## config.mk

```make
export PLATFORM = sky130hd
export DESIGN_NAME = xpt_sched
export DESIGN_NICKNAME = d
export VERILOG_FILES = /design/src/rtl/xpt_sched.sv
export SDC_FILE = /design/constraint.sdc
export NUM_CORES = 1
export LEC_CHECK = 0
export CAP_MARGIN = 0
export CORE_ASPECT_RATIO = 1.4
export CORE_UTILIZATION = 58
export DETAILED_ROUTE_END_ITERATION = 6
export DONT_BUFFER_PORTS = 1
export PLACE_DENSITY = 0.72
export SETUP_SLACK_MARGIN = 0.05
export SYNTH_ARGS = -nofsm -noshare
export SYNTH_HDL_FRONTEND = slang
export SYNTH_SLANG_ARGS = --single-unit
export TNS_END_PERCENT = 5
```

## constraint.sdc

```tcl
create_clock -name clk -period 3.2 [get_ports clk]
set_input_delay 0.32 -clock clk [delete_from_list [all_inputs] [get_ports clk]]
set_output_delay 0.32 -clock clk [all_outputs]
set_load 0.01 [all_outputs]
```

## src/rtl/xpt_sched.sv

```systemverilog
module xpt_sched #(
  parameter int N = 4,
  parameter int QW = 8,
  parameter logic [15:0] SEED = 16'hACE1
) (
  input  logic              clk,
  input  logic              rst_n,
  input  logic              slot,
  input  logic [N*N*QW-1:0] voq_len,
  input  logic [N*N-1:0]    xb_full,
  output logic [N*N-1:0]    sched
);
  localparam int NX = N * N;
  localparam int CW = (NX > 1) ? $clog2(NX) : 1;

  logic [15:0]   lfsr;
  logic [NX-1:0] cb_prev;
  logic [CW-1:0] cand;
  logic [QW-1:0] len_c;
  logic [7:0]    thr;
  logic          busy, grant, nbit;

  wire [15:0] lfsr_nx = {1'b0, lfsr[15:1]} ^ (lfsr[0] ? 16'hB400 : 16'h0000);

  assign cand  = CW'({24'd0, lfsr[7:0]} % NX);
  assign len_c = voq_len[cand*QW +: QW];

  generate
    if (QW > 8) begin : g_sat
      assign thr = (|len_c[QW-1:8]) ? 8'hFF : len_c[7:0];
    end else begin : g_ext
      assign thr = 8'(len_c);
    end
  endgenerate

  assign grant = lfsr[15:8] < thr;

  always_comb begin
    int r, c;
    r = int'(cand) / N;
    c = int'(cand) % N;
    busy = 1'b0;
    for (int j = 0; j < N; j++)
      if (j != c && sched[r*N+j]) busy = 1'b1;
    for (int i = 0; i < N; i++)
      if (i != r && sched[i*N+c]) busy = 1'b1;
  end

  assign nbit = sched[cand] ? grant : (grant && !busy && !cb_prev[cand]);

  always_ff @(posedge clk) begin
    if (!rst_n) begin
      lfsr    <= SEED;
      sched   <= '0;
      cb_prev <= '0;
    end else if (slot) begin
      lfsr        <= lfsr_nx;
      sched[cand] <= nbit;
      cb_prev     <= xb_full;
    end
  end
endmodule

```

==> results of run 1 <==
==> cell usage in the layout (no fill, tap or decap), types with 10 or more instances in the layout <==
master	count
nor2b_1	26
nor2_1	16
nor3_1	14
mux4_2	39
nand3_1	20
buf_4	12
a21oi_1	10
mux2i_1	44
o211ai_1	10
dfxtp_1	46
nand2_1	23
==> flip-flops by register name, summed over array words and instances (netlist names) <==
| name | cells |
|---|---|
| cb_prev | 16 |
| lfsr | 16 |
| sched | 16 |
==> power breakdown <==
group | internal [mW] | switching [mW] | total (mW)
Combinational | 0.193 | 0.140 | 0.333
Clock | 0.232 | 0.207 | 0.440
Sequential | 0.625 | 0.0304 | 0.655
Total | 1.05 | 0.378 | 1.43
==> logic make-up after synthesis <==
| group | after synthesis |
|---|---|
| AO/OA/AOI/OAI | 65 |
| XOR/XNOR | 3 |
| adder cells (fa/ha/maj) | 7 |
| multiplexers | 90 |
| flip-flops | 48 |
| AND/OR/NAND/NOR | 111 |
| buffers and inverters | 40 |
==> worst paths after layout <==
kind	start	to	slack, ns	cells after the start
worst max-delay path	lfsr[0]	sched[13]	0.002	11
worst min-delay path	rst_n	lfsr[13]	0.08	1
worst max register to register	lfsr[0]	sched[13]	0.002	11
worst min register to register	lfsr[7]	lfsr[7]	0.49	2
==> what timing repair did <==
action                     4_1_cts  5_1_grt
cloned                           0        1
resized for setup                1       11
setup buffers                    4        1
hold endpoints to repair         0        0
setup endpoints to repair       16       16
pin swaps                        0        3
hold buffers                     0        0
==> layer usage <==
metal,track usage,vias to the layer above
met5,0,-
met4,0.0612,4
met3,0.104,17
met2,0.502,165
met1,0.345,1445
li1,-,1388
==> per-stage QoR <==
stage	total power [mW]	util	cells	hold slack [ns]	TNS, ns
2_1_floorplan	0.937	-	364	0.441	0
3_3_place_gp	0.966	0.616	420	0.386	-0.732
3_5_place_dp	0.974	0.616	420	0.392	-1.91
4_1_cts	1.41	0.643	432	0.0772	0
5_1_grt	1.49	0.653	434	0.0708	-0.631
6_report	1.43	0.654	435	0.0796	0
==> area by class of cell <==
| type | instances | area [um2] |
|---|---|---|
| diodes | 1 | 2.50 |
| clock buffers | 6 | 72.6 |
| clock inverters | 2 | 35.0 |
| fillers | 464 | 2140 |
| inverters | 10 | 37.5 |
| multi-input cells | 276 | 2580 |
| flip-flops and latches | 48 | 966 |
| well taps | 72 | 90.1 |
| repair buffers | 20 | 246 |
==> run summary, run 1 <==
Vias -> 3,019
pre-CTS setup slack -> -0.183 ns
min Tclk post-route -> 3.20 ns
die area -> 6710 um2
All-Layer GR Usage -> 0.289
clk root buf -> clkbuf_8
Placed Area -> 3800 um2
uppermost routed layer -> met5
clk slew on worst S/H paths -> 0.09 ns
largest net degree at the start of global routing -> 50
Syn Nets -> 518
syn_area_per_cell -> 10.2 um2
DR pass1 iterations -> 4
Gate Count Post-Synth -> 364
Worst Hold Class -> in2reg
crit path DAT -> 3.44 ns
top post-synthesis cells by area -> dfxtp_1 26%, mux4_2 24%, mux2i_1 12%, nor2b_1 4.4%, nand3_1 2.7%
Critical Path Start Type -> flip-flop
Unique masters post-synth -> 43
Mapped Area -> 3700 um2
Most used DFF post-synth -> dfxtp_1
Area Growth Syn to Fin -> 8.92%
total grt overflow -> 0
vias in the first global route -> 2,906
routed wire length -> 9830 um
final slew viol count -> 0
Fin Clk Skew -> 0.00846 ns
post-synthesis xor/xnor area fraction -> 0.00710
placed wire-length estimate -> 7260 um
synthesis-stage register bit count -> 48
Fin. Hold Viols -> 0
RSZ-0062 raised after global routing -> true
PortBufs -> 0
Ports -> 163
initial antenna violation count -> 3
CP required -> 3.44 ns
Inserted Clock Buffers -> 5
starting density of the core -> 0.600
worst slew pin tran -> 0.815 ns
Met1 Wirelength -> 3750 um
simple-gate share of the synthesized area -> 0.153
slowest cell on the critical path -> mux4_2
critical path class -> reg2reg
worst skew pair latency -> 0.30 ns
Die H -> 96.5 um
largest family of logic cells by synthesized area -> multiplexers
# setup viols final -> 0
core area -> 6170 um2
std cell rows -> 34
crit-path cells -> buf_12, mux4_2, mux4_2, inv_1, ha_1, o21ai_0, o22ai_1, a311o_1, buf_12, o31a_1, a21oi_1
drt wl/cell -> 22.6 um
leak pwr -> 1.48 nW
compound-gate portion of the synthesized area -> 0.116
DR DRC count -> 0
count leader, synth -> dfxtp_1
CP max FO -> 16
adder-cell share of the synthesized area -> 0.0237
Final period util -> 0.999
post-synthesis mux area share -> 0.390
CTS tree -> done
vias per cell -> 6.94
PnR worst setup slack -> 0.00242 ns
CTS H-Tree Depth -> 2
gpl congestion -> 0.939
synth cell count leaders -> 48 x dfxtp_1, 44 x mux2i_1, 39 x mux4_2
post-synth top area cell -> dfxtp_1
async set-reset flop share out of synthesis -> 0
global-route wire length before repair -> 15,000 um
antenna viol nets, final -> 0
PwrDens -> 354 nW/um2
total of max-cap violations -> 0
Crit. End Element -> flip-flop
delay-heaviest family, CP -> compound AO/OA/AOI/OAI gates
WP buf/inv -> 3
final layout net count -> 515
sequential-to-total area share from yosys stat -> 0.260
Max Clk Rate -> 313 MHz
Post-Layout Inst Area -> 4030 um2
met3 routed WL -> 1010 um
Synth top area share -> 0.260
CTS Buffer Depth -> 2
DR iter-0 viols -> 175
clk sink count -> 48
wire length on met2 -> 4900 um
worst rel slew slack -> 0.457
layout cells sized above 1 -> 0.224
status -> completed
die span in x -> 69.5 um
YS warnings -> 0
Post-synth EDFFs -> 0
peak per-stage delay on the critical path -> 0.49 ns
VDD IR max -> 0.176 mV
No activity file was read; power rests on OpenSTA's default activity.
==> run 2, diff against run 1 <==
Settings changed: SETUP_SLACK_MARGIN 0.05 to 0.5.
==> run 2 against run 1 <==
  * Sequential power is essentially flat
  * Setup slack gained 0.011 ns
  * Combinational power is essentially flat
  * Clock skew shrank 0.00063 ns
  * Clock power is essentially flat
  * Critical path type unchanged
  * Largest cell class unchanged
  * Largest power group unchanged
  * Highest routed layer unchanged
==> run summary, run 2 (synthesis results as in run 1) <==
initial antenna violation count -> 3 (unchanged)
PortBufs -> 0 (unchanged)
min Tclk post-route -> 3.19 ns (-0.0110 ns)
drt wl/cell -> 22.6 um (+0.25%)
Inserted Clock Buffers -> 5 (unchanged)
Final Instance Count excl. Fillers -> 435 (unchanged)
Final period util -> 0.996 (-0.00343)
final slew viol count -> 0 (unchanged)
total of max-cap violations -> 0 (unchanged)
vias per cell -> 7.04 (+1.4%)
DR DRC count -> 0 (unchanged)
Critical Path Start Type -> flip-flop
Placed Area -> 3800 um2 (unchanged)
Area Growth Syn to Fin -> 8.92% (unchanged)
leak pwr -> 1.48 nW (unchanged)
RSZ-0062 raised after global routing -> true
clk sink count -> 48 (unchanged)
DR iter-0 viols -> 167 (-4.6%)
hold_buf cts -> 0 (unchanged)
die span in x -> 69.5 um (unchanged)
worst skew pair latency -> 0.30 ns (about the same)
placed wire-length estimate -> 7260 um (unchanged)
status -> completed
WP buf/inv -> 3 (unchanged)
global-route wire length before repair -> 15,000 um (about the same)
dpl cells -> 420 (unchanged)
largest registers -> cb_prev (16), lfsr (16), sched (16)
Die H -> 96.5 um (unchanged)
CTS tree -> done
vias in the first global route -> 2,906 (unchanged)
clk slew on worst S/H paths -> 0.09 ns (about the same)
largest net degree at the start of global routing -> 50 (unchanged)
critical path class -> reg2reg
clk root buf -> clkbuf_8
DR pass1 iterations -> 4 (unchanged)
peak per-stage delay on the critical path -> 0.49 ns (about the same)
worst slew pin tran -> 0.829 ns (+0.0140 ns)
delay-heaviest family, CP -> compound AO/OA/AOI/OAI gates
All-Layer GR Usage -> 0.289 (unchanged)
PwrDens -> 354 nW/um2 (about the same)
RR Startpoint -> lfsr[0]
total grt overflow -> 0 (unchanged)
std cell rows -> 34 (unchanged)
Worst Hold Class -> in2reg
Fin. Hold Viols -> 0 (unchanged)
crit path DAT -> 3.43 ns (about the same)
starting density of the core -> 0.600 (unchanged)
Post-Layout Inst Area -> 4030 um2 (unchanged)
Sum Neg Setup Slack -> 0 ns (unchanged)
final layout net count -> 515 (unchanged)
slowest cell on the critical path -> mux4_2
CP required -> 3.44 ns (about the same)
core area -> 6170 um2 (unchanged)
Hold Crit Start -> rst_n
Vias -> 3,062 (+1.4%)
Worst Setup SP -> lfsr[0]
# setup viols final -> 0 (unchanged)
Ports -> 163 (unchanged)
crit-path cells -> buf_12, mux4_2, mux4_2, inv_1, ha_1, o21ai_0, o22ai_1, a311o_1, buf_12, o31a_1, a21oi_1
CTS H-Tree Depth -> 2 (unchanged)
Crit. End Element -> flip-flop
die area -> 6710 um2 (unchanged)
worst rel slew slack -> 0.447 (-0.00931)
most common cell after layout, fill and taps aside -> dfxtp_1
Fin Clk Skew -> 0.00783 ns (-0.000633 ns)
VDD IR max -> 0.176 mV (about the same)
commonest cells after routing, fill and taps aside -> 46 x dfxtp_1, 44 x mux2i_1, 39 x mux4_2, 26 x nor2b_1, 23 x nand2_1
routed wire length -> 9850 um (+0.25%)
gpl congestion -> 0.939 (unchanged)
layout cells sized above 1 -> 0.224 (unchanged)
Max Clk Rate -> 314 MHz (+0.34%)
CP max FO -> 16 (unchanged)
antenna viol nets, final -> 0 (unchanged)
CTS Buffer Depth -> 2 (unchanged)
==> run 2: cell counts in the layout (fill, tap and decap cells not counted) <==
Identical to the previous run, type by type.
==> run 2: layout make-up <==
| type | count | area (um2) |
|---|---|---|
| antenna | 1 | 2.50 |
| clock buffer | 6 | 72.6 |
| clock inverter | 2 | 35.0 |
| fill | 464 | 2140 |
| inverter | 10 | 37.5 |
| multi-input combinational | 276 | 2580 |
| sequential | 48 | 966 |
| tap | 72 | 90.1 |
| timing repair buffer | 20 | 246 |
==> run 2: path summary, 6_finish.rpt <==
check              endpoint  slack (ns)  cells past startpoint
setup reg to reg  sched[13]        0.01                     11
hold / removal     lfsr[13]        0.08                      1
hold reg to reg     lfsr[7]        0.49                      2
setup / recovery  sched[13]        0.01                     11
==> run 2: repair_timing <==
action / CTS / global route
resized for setup: 1 / 11
gates cloned: 0 / 1
setup buffers: 4 / 1
pin swaps: 0 / 3
setup endpoints to repair: 16 / 16
==> run 2: worst register-to-register path, stage by stage (launching register included) <==
cell	delay [ns]
dfxtp_4	0.46
buf_12	0.17
mux4_2	0.50
mux4_2	0.48
inv_1	0.10
ha_1	0.25
o21ai_0	0.18
o22ai_1	0.11
a311o_1	0.32
buf_12	0.17
o31a_1	0.29
a21oi_1	0.10
==> run 2: layer usage <==
metal	vias up	routed length (um)	track usage
met2	166	4940	0.502
met5	-	27	0
met4	4	130	0.0612
li1	1386	-	-
met1	1490	3830	0.345
met3	16	922	0.103
==> run 2: per-stage QoR <==
stage / power [mW] / util / worst slack [ns] / hold WS [ns]
after floorplan: 0.937 / - / 0.00535 / 0.441
after global placement: 0.966 / 0.616 / -0.107 / 0.386
after detailed placement: 0.974 / 0.616 / -0.183 / 0.392
after CTS: 1.41 / 0.643 / 0.0503 / 0.0772
after global routing: 1.49 / 0.653 / -0.0797 / 0.0708
final: 1.43 / 0.654 / 0.0134 / 0.0792
==> run 2: power by group <==
part           internal (mW)  leakage [nW]  total (mW)  switching (mW)
Sequential             0.625         0.394       0.655          0.0305
Clock                  0.232        0.0552       0.438           0.206
Combinational          0.193          1.03       0.334           0.141
Total                   1.05          1.48        1.43           0.378
==> run 3, diff against run 2 <==
Settings changed: CORE_UTILIZATION 58 to 65, PLACE_DENSITY 0.72 to 0.81.
Clock period 3.2 ns to 3.93 ns, I/O delays scaled along.
==> run 3 against run 2 <==
  * Clock power is 19% lower
  * Clock skew is 0.0023 ns lower
  * Global-route usage is 5.1 points higher
  * Die area is 11% lower
  * Total power is 21% lower
  * Worst hold slack better by 0.071 ns
  * Final cell count is 1.8% lower
  * Setup slack better by 0.66 ns
  * Clock-buffer cell count stayed put
  * Sequential cell count stayed put
  * Sequential power is 18% lower
  * Sequential share of layout area is 1.0 points higher
  * Critical endpoint is now sched[10]
  * Largest cell class unchanged
  * Highest routed layer unchanged
==> run summary, run 3 (synthesis results as in run 1) <==
status -> completed
critical path class -> reg2reg
Die H -> 91.3 um (-5.4%)
CTS H-Tree Depth -> 2 (unchanged)
Placed Area -> 3730 um2 (-1.9%)
DR pass1 iterations -> 4 (unchanged)
largest net degree at the start of global routing -> 50 (unchanged)
PortBufs -> 0 (unchanged)
placed wire-length estimate -> 7500 um (+3.3%)
clk slew on worst S/H paths -> 0.09 ns (about the same)
Sw Share -> 0.261 (-0.00377)
vias per cell -> 6.97 (-1.0%)
Crit. End Element -> flip-flop
CP required -> 4.17 ns (+0.73 ns)
hold slack -> 0.150 ns (+0.0712 ns)
Inserted Clock Buffers -> 5 (unchanged)
global-route wire length before repair -> 15,000 um (about the same)
PnR worst setup slack -> 0.669 ns (+0.656 ns)
drt wl/cell -> 23.2 um (+2.5%)
die span in x -> 65.8 um (-5.4%)
hold_buf cts -> 0 (unchanged)
Final period util -> 0.830 (-0.166)
starting density of the core -> 0.675 (+0.0748)
gpl congestion -> 0.915 (-2.6%)
vias in the first global route -> 2,790 (-4.0%)
core area -> 5490 um2 (-11%)
pre-CTS setup slack -> 0.279 ns (+0.462 ns)
worst slew pin tran -> 0.677 ns (-0.152 ns)
min Tclk post-route -> 3.26 ns (+0.0745 ns)
clk sink count -> 48 (unchanged)
Seq pwr share -> 0.473 (+0.014)
Max Clk Rate -> 307 MHz (-2.3%)
RSZ-0062 raised after global routing -> false
largest registers -> cb_prev (16), lfsr (16), sched (16)
total of max-cap violations -> 0 (unchanged)
combinational share of power -> 0.214 (-0.020)
Vias -> 2,975 (-2.8%)
CTS tree -> done
# setup viols final -> 0 (unchanged)
VDD IR max -> 0.201 mV (+14%)
routed wire length -> 9910 um (+0.64%)
CP max FO -> 16 (unchanged)
DR DRC count -> 0 (unchanged)
Internal -> 0.835 mW (-20%)
total grt overflow -> 0 (unchanged)
clk root buf -> clkbuf_8
Switch Pwr -> 0.295 mW (-22%)
worst skew pair latency -> 0.31 ns (about the same)
Critical Path Start Type -> flip-flop
Area Growth Syn to Fin -> 4.66%
PwrDens -> 292 nW/um2 (-18%)
die area -> 6010 um2 (-11%)
commonest cells after routing, fill and taps aside -> 46 x dfxtp_1, 44 x mux2i_1, 39 x mux4_2, 26 x nor2b_1, 23 x nand2_1
Post-Layout Inst Area -> 3870 um2 (-3.9%)
most common cell after layout, fill and taps aside -> dfxtp_1
worst rel slew slack -> 0.546 (+0.0985)
CTS Buffer Depth -> 2 (unchanged)
Reg2Reg Setup Slack -> 0.67 ns (+0.66 ns)
Clock power frac -> 0.313 (+0.006)
crit path DAT -> 3.50 ns (+0.07 ns)
final layout net count -> 508 (-1.4%)
All-Layer GR Usage -> 0.340 (+0.0514)
DR iter-0 viols -> 129 (-23%)
std cell rows -> 32 (-5.9%)
Worst Hold Class -> in2reg
leak pwr -> 1.42 nW (-4.4%)
Fin. Hold Viols -> 0 (unchanged)
final slew viol count -> 0 (unchanged)
antenna viol nets, final -> 0 (unchanged)
layout cells sized above 1 -> 0.189 (-0.0350)
Sum Neg Setup Slack -> 0 ns (unchanged)
number of fill cells -> 403 (-13%)
initial antenna violation count -> 5 (+2)
Fin Clk Skew -> 0.00549 ns (-0.00234 ns)
Ports -> 163 (unchanged)
-- run 3: changes by cell type in the layout (fill, tap and decap cells not counted), sizes merged --
cell / previous run / this run
buf: 19 / 13
diode: 1 / 4
clkbuf: 7 / 6
-- run 3: power by group through the flow --
stage | registers, mW | logic [mW] | clock network, mW
floorplan | 0.533 | 0.222 | 0
detailed placement | 0.550 | 0.233 | 0
finish | 0.535 | 0.242 | 0.353
global placement | 0.549 | 0.225 | 0
CTS | 0.536 | 0.238 | 0.359
global route | 0.538 | 0.264 | 0.379
-- run 3: worst max-delay path, cell delays in order, from the launching register on --
cell      delay, ns
dfxtp_4        0.46
buf_4          0.16
mux4_2         0.48
mux4_2         0.48
inv_1          0.08
ha_1           0.24
a211oi_1       0.27
o22ai_1        0.12
a311o_2        0.47
o31a_1         0.33
a21oi_1        0.11
-- run 3: routing by layer --
metal  part of all wire  vias to the layer above  GRT usage  routed length [um]
met5            0.00071                        -          0                   7
met4              0.027                        2      0.132                 265
met3              0.097                       19      0.101                 962
met2               0.50                      149      0.520                4990
met1               0.37                     1433      0.447                3690
li1                   -                     1372          -                   -
-- run 3: worst paths after layout --
kind	startpoint	end	depth (start not counted)
max reg2reg	lfsr[0]	sched[10]	10
max	lfsr[0]	sched[10]	10
min	rst_n	lfsr[6]	1
min reg2reg	lfsr[7]	lfsr[7]	2
-- run 3: repair_timing --
action | CTS | global route
buffers inserted | 1 | 2
endpoints found under the setup margin | 16 | 16
resized for setup | 1 | 2
pin swaps | 0 | 1
-- run 3: layout make-up --
class                           count  area [um2]  area share
Sequential cell                    48         968       0.250
Inverter                           10        37.5     0.00969
Clock inverter                      2        35.0     0.00904
Multi-Input combinational cell    276        2560       0.660
Antenna cell                        4        10.0     0.00258
Clock buffer                        6        72.6      0.0187
Timing Repair Buffer               13         110      0.0284
Tap cell                           68        85.1      0.0220
-- run 3: metrics by stage --
stage	total power, mW	util	std cells
2_1_floorplan	0.755	-	364
3_3_place_gp	0.775	0.680	412
3_5_place_dp	0.783	0.680	412
4_1_cts	1.13	0.701	421
5_1_grt	1.18	0.706	426
6_report	1.13	0.706	427
